===== src/rtl/i2c_stx_pkg.sv =====
package i2c_stx_pkg;
  localparam int BYTE_W = 8;
  localparam int ADDR_W = 10;
  localparam logic [4:0] HDR10_PREFIX = 5'b11110;

  typedef enum logic [2:0] {
    ST_IDLE, ST_ADR1, ST_ADR2, ST_AACK, ST_HOLD, ST_SEND, ST_MACK
  } stx_state_e;

  typedef enum logic [1:0] {
    NX_NONE, NX_READ, NX_ADR2, NX_ARM
  } stx_after_ack_e;
endpackage


===== src/rtl/i2c_stx_sync.sv =====
module i2c_stx_sync #(
  parameter int STAGES = 2
) (
  input  logic clk,
  input  logic rst,
  input  logic sda_in,
  input  logic scl_in,
  output logic sda_s,
  output logic scl_s,
  output logic scl_rise,
  output logic scl_fall,
  output logic start_p,
  output logic stop_p
);
  logic [STAGES-1:0] sda_chain, scl_chain;
  logic sda_prev, scl_prev;

  generate
    if (STAGES == 1) begin : g_single
      always_ff @(posedge clk) begin
        if (rst) begin
          sda_chain <= '1;
          scl_chain <= '1;
        end else begin
          sda_chain[0] <= sda_in;
          scl_chain[0] <= scl_in;
        end
      end
    end else begin : g_chain
      always_ff @(posedge clk) begin
        if (rst) begin
          sda_chain <= '1;
          scl_chain <= '1;
        end else begin
          sda_chain <= {sda_chain[STAGES-2:0], sda_in};
          scl_chain <= {scl_chain[STAGES-2:0], scl_in};
        end
      end
    end
  endgenerate

  always_ff @(posedge clk) begin
    if (rst) begin
      sda_prev <= 1'b1;
      scl_prev <= 1'b1;
    end else begin
      sda_prev <= sda_s;
      scl_prev <= scl_s;
    end
  end

  assign sda_s    = sda_chain[STAGES-1];
  assign scl_s    = scl_chain[STAGES-1];
  assign scl_rise = scl_s && !scl_prev;
  assign scl_fall = !scl_s && scl_prev;
  assign start_p  = scl_s && scl_prev && sda_prev && !sda_s;
  assign stop_p   = scl_s && scl_prev && !sda_prev && sda_s;

  p_start_stop_excl_r9: assert property (@(posedge clk) disable iff (rst)
    start_p |=> !stop_p);
endmodule


===== src/rtl/i2c_stx_addr.sv =====
module i2c_stx_addr
  import i2c_stx_pkg::*;
(
  input  logic [BYTE_W-1:0] rx_byte,
  input  logic [ADDR_W-1:0] own_addr,
  output logic              hit7_read,
  output logic              hdr_write,
  output logic              hdr_read,
  output logic              low_hit
);
  logic hdr_match;

  assign hit7_read = rx_byte[0] && (rx_byte[7:1] == own_addr[6:0]);
  assign hdr_match = (rx_byte[7:3] == HDR10_PREFIX) && (rx_byte[2:1] == own_addr[9:8]);
  assign hdr_write = hdr_match && !rx_byte[0];
  assign hdr_read  = hdr_match && rx_byte[0];
  assign low_hit   = (rx_byte == own_addr[7:0]);
endmodule


===== src/rtl/i2c_stx_txbuf.sv =====
module i2c_stx_txbuf
  import i2c_stx_pkg::*;
(
  input  logic              clk,
  input  logic              rst,
  input  logic              wr_en,
  input  logic [BYTE_W-1:0] wr_data,
  input  logic              load,
  input  logic              shift_en,
  input  logic              drain,
  output logic              full,
  output logic              out_bit
);
  logic [BYTE_W-1:0] hold_q, shreg_q;

  always_ff @(posedge clk) begin
    if (rst) begin
      hold_q  <= '0;
      shreg_q <= '0;
      full    <= 1'b0;
    end else begin
      if (wr_en) hold_q <= wr_data;
      if (load) shreg_q <= hold_q;
      else if (shift_en) shreg_q <= {shreg_q[BYTE_W-2:0], 1'b0};
      if (wr_en) full <= 1'b1;
      else if (drain) full <= 1'b0;
    end
  end

  assign out_bit = shreg_q[BYTE_W-1];

  p_full_on_write_r5: assert property (@(posedge clk) disable iff (rst)
    wr_en |=> full);
  p_empty_after_drain_r6: assert property (@(posedge clk) disable iff (rst)
    (drain && !wr_en) |=> !full);
endmodule


===== src/rtl/i2c_stx_ctrl.sv =====
module i2c_stx_ctrl
  import i2c_stx_pkg::*;
(
  input  logic              clk,
  input  logic              rst,
  input  logic              sda_s,
  input  logic              scl_s,
  input  logic              scl_rise,
  input  logic              scl_fall,
  input  logic              start_p,
  input  logic              stop_p,
  input  logic              ten_bit_mode,
  input  logic [ADDR_W-1:0] own_addr,
  input  logic              release_req,
  input  logic              buf_full,
  input  logic              buf_bit,
  output logic              buf_load,
  output logic              buf_shift,
  output logic              buf_drain,
  output logic              sda_low,
  output logic              scl_low,
  output logic              read_mode,
  output logic              irq
);
  localparam int CNT_W = $clog2(BYTE_W + 1);
  localparam logic [CNT_W-1:0] LAST_RX = CNT_W'(BYTE_W);
  localparam logic [CNT_W-1:0] LAST_TX = CNT_W'(BYTE_W - 1);

  stx_state_e        st;
  stx_after_ack_e    after_ack, adr_next;
  logic [CNT_W-1:0]  cnt;
  logic [BYTE_W-1:0] rx_q;
  logic armed_q, mack_q, read_q, irq_q, sda_low_q, scl_low_q;
  logic hit7_rd, hdr_wr, hdr_rd, low_hit, adr_ack, quiet, byte_end;

  i2c_stx_addr u_addr (
    .rx_byte  (rx_q),
    .own_addr (own_addr),
    .hit7_read(hit7_rd),
    .hdr_write(hdr_wr),
    .hdr_read (hdr_rd),
    .low_hit  (low_hit)
  );

  assign quiet    = !start_p && !stop_p;
  assign byte_end = scl_fall && (cnt == LAST_RX);

  always_comb begin
    adr_ack  = 1'b0;
    adr_next = NX_NONE;
    if (st == ST_ADR1) begin
      if (!ten_bit_mode) begin
        if (hit7_rd) begin
          adr_ack  = 1'b1;
          adr_next = NX_READ;
        end
      end else if (hdr_wr) begin
        adr_ack  = 1'b1;
        adr_next = NX_ADR2;
      end else if (hdr_rd && armed_q) begin
        adr_ack  = 1'b1;
        adr_next = NX_READ;
      end
    end else if (st == ST_ADR2 && low_hit) begin
      adr_ack  = 1'b1;
      adr_next = NX_ARM;
    end
  end

  assign buf_load  = quiet && (st == ST_HOLD) && release_req && buf_full;
  assign buf_shift = quiet && (st == ST_SEND) && scl_fall && (cnt != LAST_TX);
  assign buf_drain = quiet && (st == ST_SEND) && scl_fall && (cnt == LAST_TX);

  always_ff @(posedge clk) begin
    if (rst) begin
      st        <= ST_IDLE;
      after_ack <= NX_NONE;
      cnt       <= '0;
      rx_q      <= '0;
      armed_q   <= 1'b0;
      mack_q    <= 1'b0;
      read_q    <= 1'b0;
      irq_q     <= 1'b0;
      sda_low_q <= 1'b0;
      scl_low_q <= 1'b0;
    end else begin
      irq_q     <= 1'b0;
      sda_low_q <= (st == ST_AACK) || (st == ST_SEND && !buf_bit);
      scl_low_q <= (st == ST_HOLD);
      if (start_p) begin
        st     <= ST_ADR1;
        cnt    <= '0;
        read_q <= 1'b0;
      end else if (stop_p) begin
        st      <= ST_IDLE;
        cnt     <= '0;
        read_q  <= 1'b0;
        armed_q <= 1'b0;
      end else begin
        unique case (st)
          ST_ADR1, ST_ADR2: begin
            if (scl_rise && cnt != LAST_RX) begin
              rx_q <= {rx_q[BYTE_W-2:0], sda_s};
              cnt  <= cnt + 1'b1;
            end else if (byte_end) begin
              cnt       <= '0;
              after_ack <= adr_next;
              st        <= adr_ack ? ST_AACK : ST_IDLE;
              if (st == ST_ADR1) armed_q <= 1'b0;
            end
          end
          ST_AACK: begin
            if (scl_fall) begin
              cnt <= '0;
              unique case (after_ack)
                NX_READ: begin
                  st     <= ST_HOLD;
                  read_q <= 1'b1;
                  irq_q  <= 1'b1;
                end
                NX_ADR2: st <= ST_ADR2;
                NX_ARM: begin
                  armed_q <= 1'b1;
                  st      <= ST_IDLE;
                end
                default: st <= ST_IDLE;
              endcase
            end
          end
          ST_HOLD: begin
            if (buf_load) begin
              st  <= ST_SEND;
              cnt <= '0;
            end
          end
          ST_SEND: begin
            if (scl_fall) begin
              if (cnt == LAST_TX) begin
                st  <= ST_MACK;
                cnt <= '0;
              end else begin
                cnt <= cnt + 1'b1;
              end
            end
          end
          ST_MACK: begin
            if (scl_rise) mack_q <= !sda_s;
            if (scl_fall) begin
              if (mack_q) begin
                st    <= ST_HOLD;
                irq_q <= 1'b1;
              end else begin
                st     <= ST_IDLE;
                read_q <= 1'b0;
              end
            end
          end
          default: ;
        endcase
      end
    end
  end

  assign sda_low   = sda_low_q;
  assign scl_low   = scl_low_q;
  assign read_mode = read_q;
  assign irq       = irq_q;

  p_irq_one_clk_r3: assert property (@(posedge clk) disable iff (rst)
    irq_q |=> !irq_q);
  p_irq_then_hold_r3: assert property (@(posedge clk) disable iff (rst)
    irq_q |=> scl_low_q);
  p_hold_needs_data_r5: assert property (@(posedge clk) disable iff (rst)
    (st == ST_HOLD && !buf_full && quiet) |=> (st == ST_HOLD));
  p_sda_moves_scl_low_r6: assert property (@(posedge clk) disable iff (rst)
    (!$stable(sda_low_q) && !$past(stop_p)) |-> !scl_s);
  p_nack_quiet_r8: assert property (@(posedge clk) disable iff (rst)
    (st == ST_MACK && scl_fall && !mack_q && quiet) |=> (st == ST_IDLE && !irq_q));
  p_stop_release_r9: assert property (@(posedge clk) disable iff (rst)
    stop_p |=> ##1 (!sda_low_q && !scl_low_q));
endmodule


===== src/rtl/i2c_slave_tx.sv =====
module i2c_slave_tx
  import i2c_stx_pkg::*;
#(
  parameter int SYNC_STAGES = 2
) (
  input  logic              clk,
  input  logic              rst,
  input  logic              sda_in,
  input  logic              scl_in,
  output logic              sda_drive_low,
  output logic              scl_drive_low,
  input  logic [ADDR_W-1:0] own_addr,
  input  logic              ten_bit_mode,
  input  logic              tx_wr,
  input  logic [BYTE_W-1:0] tx_data,
  output logic              tx_full,
  input  logic              release_scl,
  output logic              read_mode,
  output logic              tx_irq
);
  logic sda_s, scl_s, scl_rise, scl_fall, start_p, stop_p;
  logic buf_load, buf_shift, buf_drain, buf_bit;

  i2c_stx_sync #(.STAGES(SYNC_STAGES)) u_sync (
    .clk     (clk),
    .rst     (rst),
    .sda_in  (sda_in),
    .scl_in  (scl_in),
    .sda_s   (sda_s),
    .scl_s   (scl_s),
    .scl_rise(scl_rise),
    .scl_fall(scl_fall),
    .start_p (start_p),
    .stop_p  (stop_p)
  );

  i2c_stx_txbuf u_buf (
    .clk     (clk),
    .rst     (rst),
    .wr_en   (tx_wr),
    .wr_data (tx_data),
    .load    (buf_load),
    .shift_en(buf_shift),
    .drain   (buf_drain),
    .full    (tx_full),
    .out_bit (buf_bit)
  );

  i2c_stx_ctrl u_ctrl (
    .clk         (clk),
    .rst         (rst),
    .sda_s       (sda_s),
    .scl_s       (scl_s),
    .scl_rise    (scl_rise),
    .scl_fall    (scl_fall),
    .start_p     (start_p),
    .stop_p      (stop_p),
    .ten_bit_mode(ten_bit_mode),
    .own_addr    (own_addr),
    .release_req (release_scl),
    .buf_full    (tx_full),
    .buf_bit     (buf_bit),
    .buf_load    (buf_load),
    .buf_shift   (buf_shift),
    .buf_drain   (buf_drain),
    .sda_low     (sda_drive_low),
    .scl_low     (scl_drive_low),
    .read_mode   (read_mode),
    .irq         (tx_irq)
  );
endmodule


===== config.mk =====
export PLATFORM = sky130hd
export DESIGN_NAME = i2c_slave_tx
export DESIGN_NICKNAME = d
export VERILOG_FILES = /design/src/rtl/i2c_stx_pkg.sv /design/src/rtl/i2c_stx_sync.sv /design/src/rtl/i2c_stx_addr.sv /design/src/rtl/i2c_stx_txbuf.sv /design/src/rtl/i2c_stx_ctrl.sv /design/src/rtl/i2c_slave_tx.sv
export SDC_FILE = /design/constraint.sdc
export NUM_CORES = 1
export LEC_CHECK = 0
export ABC_AREA = 1
export BUFFER_PORTS_ARGS = -buffer_cell sky130_fd_sc_hd__clkbuf_2
export CAP_MARGIN = 20
export CORE_MARGIN = 2
export CORE_UTILIZATION = 35
export CTS_BUF_LIST = sky130_fd_sc_hd__clkbuf_8
export CTS_CLUSTER_SIZE = 14
export DETAILED_ROUTE_END_ITERATION = 12
export SLEW_MARGIN = 20
export SYNTH_ARGS = -nofsm -noshare
export SYNTH_HDL_FRONTEND = slang
export SYNTH_SLANG_ARGS = --single-unit

===== constraint.sdc =====
create_clock -name clk -period 1.55 [get_ports clk]
set_input_delay 0.2325 -clock clk [delete_from_list [all_inputs] [get_ports clk]]
set_output_delay 0.2325 -clock clk [all_outputs]
set_load 0.02 [all_outputs]

==> flow_summary_export.csv <==
group,metric,value,unit
run_status,outcome,"completed",
critical_path,critical-path-top-delay-family,"simple AND/OR/NAND/NOR gates",
logic_synthesis,syn_avg_cell_area,6.47,um^2
timing,slew_viol_final,0,
timing,setup_violations,0,
global_route,antenna_found_initial,0,
critical_path,required,1790,ps
place,dpl.hpwl,4.54,mm
critical_path,cp-start-kind,"flop",
routing,drtIter0Drc,105,
logic_synthesis,syn_nets,407,
finish,final_cell_area,3280,um^2
timing,maxSlewHeadroom,77.9,%
timing,fin_crit,1530,ps
timing,finalCritPeriodShare,98.5,%
clocking,cts.sinks,46,
critical_path,worstPathCellList,"inv_2 -> ha_4 -> nand3_4 -> nand3_4 -> inv_2 -> nand2_2 -> nand3_2 -> nor2_2 -> nand2_2 -> a21oi_2 -> o21ai_2 -> inv_1",
finish,antenna_cells,0,
clocking,clkLatencyLatePin,300,ps
run,drv_cap,0,
pwr,vdd_drop_max,0.538,mV
finish,syn2layout_area_growth,33.7,%
pwr,power_density,1190,nW/um^2
routing,vias,2571,
global_route,grt.total_usage,16.8,%
clocking,root_buffer,"clkbuf_8",
floorplan,core.rowCount,30,
critical_path,crit_slowest_cell,"dfxtp_2",
floorplan,io_pins,30,
clocking,cts.clk_slew.worst_paths,100,ps
clocking,numCtsBuffers,5,
clocking,htree_levels,2,
floorplan,core,6790,um^2
critical_path,slowest_delay,340,ps
timing,tightest_slew,329,ps
logic_synthesis,yosys_warnings,0,
finish,final_common_cell,"nand2_1",
floorplan,die_h,87.8,um
logic_synthesis,ys_seq_area_share,37.5,%
hold_path,min_path_type,"input port to flop",
pwr,p_leak,1.51,nW
clocking,cts_tree,"built",
floorplan,die_area,7710,um^2
routing,drc,0,
routing,routed_via_density,4.71,
global_route,grt-ovfl-total,0,
clocking,cts_buffer_depth,2,
logic_synthesis,synth.ff_latch_count,46,
place,io_buffers,29,
logic_synthesis,synthCells,380,
finish,drive_above_1_share,33.3,%
timing,fmax,655,MHz
routing,first_pass_iters,4,
finish,fillCellCount,682,
logic_synthesis,syn_area,2460,um^2
critical_path,arrival,1770,ps
routing,wl,6.42,mm
critical_path,criticalPathCategory,"flop to flop",
finish,mostFrequentLayoutCells,"nand2_1 (83), nor2_1 (63), buf_4 (37)",
critical_path,crit_buf_inv,3,
global_route,grt_pass1_vias,2302,
timing,finClkSkew,8.96,ps
place,dpl-instance-area,2910,um^2
timing,rsz0062_at_grt,"yes",
timing,finalHoldViolations,0,
pwr,power,0.00390,W
global_route,grt_max_degree,17,
critical_path,end_kind,"flop",
place,gp_congestion,0.892,
critical_path,critPathMaxFanout,4,
floorplan,die_w,87.8,um
routing,ant_nets,0,
floorplan,initial_core_util,36.2,%
clocking,cts_hold_buf,0,
global_route,grt_pass1_wl,10.2,mm
logic_synthesis,netlist-cell-type-count,34,
timing,whs,105,ps
routing,wl_per_cell,11.8,um
finish,fin_nets,476,
==> sequential cells by signal (all words and copies together) (netlist names), 2 cells and up <==
name              count
u_ctrl.after_ack      2
u_ctrl.cnt            4
u_ctrl.st             3
u_buf.hold_q          8
u_buf.shreg_q         8
u_ctrl.rx_q           8
u_sync.sda_chain      2
u_sync.scl_chain      2
==> synth_stat cells, drive strengths merged <==
| cell type | count | area share [%] |
|---|---|---|
| nand2 | 100 | 16 |
| nor3 | 3 | 0.61 |
| o221ai | 7 | 2.5 |
| nor3b | 1 | 0.31 |
| o21a | 1 | 0.31 |
| xor2 | 1 | 0.36 |
| a211oi | 1 | 0.31 |
| a21oi | 25 | 5.2 |
| o21bai | 1 | 0.31 |
| nand3 | 18 | 4.3 |
| a31oi | 2 | 0.51 |
| o31ai | 1 | 0.31 |
| o211a | 1 | 0.41 |
| nand4 | 5 | 1.3 |
| nor4 | 2 | 0.51 |
| inv | 51 | 7.8 |
| ha | 2 | 1.0 |
| buf | 1 | 0.20 |
| nor2 | 71 | 12 |
| o21ai | 26 | 5.3 |
| or2 | 5 | 1.3 |
| clkinv | 1 | 0.15 |
| o22ai | 1 | 0.25 |
| clkbuf | 3 | 0.46 |
| dfxtp | 46 | 37 |
| and3 | 1 | 0.25 |
| xnor2 | 3 | 1.1 |
==> power by group <==
group / switching [W] / total, W / internal (W) / leakage, nW
Combinational: 0.000961 / 0.00167 / 0.000709 / 1.08
Sequential: 0.000140 / 0.00146 / 0.00132 / 0.381
Clock: 0.000445 / 0.000771 / 0.000326 / 0.0447
==> cells by family after synthesis <==
logic type	Yosys count	synth area share, %
AND/OR/NAND/NOR	206	36.0
XOR/XNOR	4	1.43
flip-flops	46	37.5
adder cells (fa/ha/maj)	2	1.02
buffers and inverters	56	8.60
AO/OA/AOI/OAI	66	15.4
==> worst paths after layout <==
path / from / to / slack [ps] / cells after the start
worst max-delay path: u_ctrl.cnt[1]$_SDFFE_PP0P_ / u_ctrl.st[1]$_SDFFE_PP0P_ / 20 / 12
worst min-delay path: sda_in / u_sync.sda_chain[0]$_SDFF_PP1_ / 100 / 2
worst max register to register: u_ctrl.cnt[1]$_SDFFE_PP0P_ / u_ctrl.st[1]$_SDFFE_PP0P_ / 20 / 12
worst min register to register: u_sync.sda_chain[0]$_SDFF_PP1_ / u_sync.sda_chain[1]$_SDFF_PP1_ / 420 / 1
==> metrics by stage <==
| stage | instances | worst slack, ps | setup TNS (ps) | util [%] |
|---|---|---|---|---|
| 6_report | 546 | 22.8 | 0 | 48.3 |
| 5_1_grt | 546 | -113 | -422 | 48.3 |
| 4_1_cts | 537 | 7.88 | 0 | 44.5 |
| 3_5_place_dp | 528 | -44.8 | -271 | 42.8 |
| 3_3_place_gp | 528 | -34.4 | -253 | 42.8 |
| 2_1_floorplan | 380 | 114 | 0 | - |
==> per-layer routing <==
layer	up-vias	share of wire, %	GRT usage (%)
met1	1146	47	21.9
li1	1357	-	-
met2	61	48	27.5
met3	7	4.4	4.05
met5	-	0	0
met4	0	1.4	5.03
==> final cells by class <==
type	count	area, um^2	area share [%]
clock buffers	5	68.8	2.10
clock inverters	3	25.0	0.762
inverters	52	205	6.25
multi-input cells	278	1490	45.5
flip-flops and latches	46	948	28.9
well taps	96	120	3.66
repair buffers	66	423	12.9
==> repair_timing <==
action | in CTS | in global routing
setup endpoints to repair | 13 | 25
gates resized for setup | 7 | 69
pin swaps | 1 | 17
buffers inserted | 1 | 9
Power figures use the tool's default switching activity.
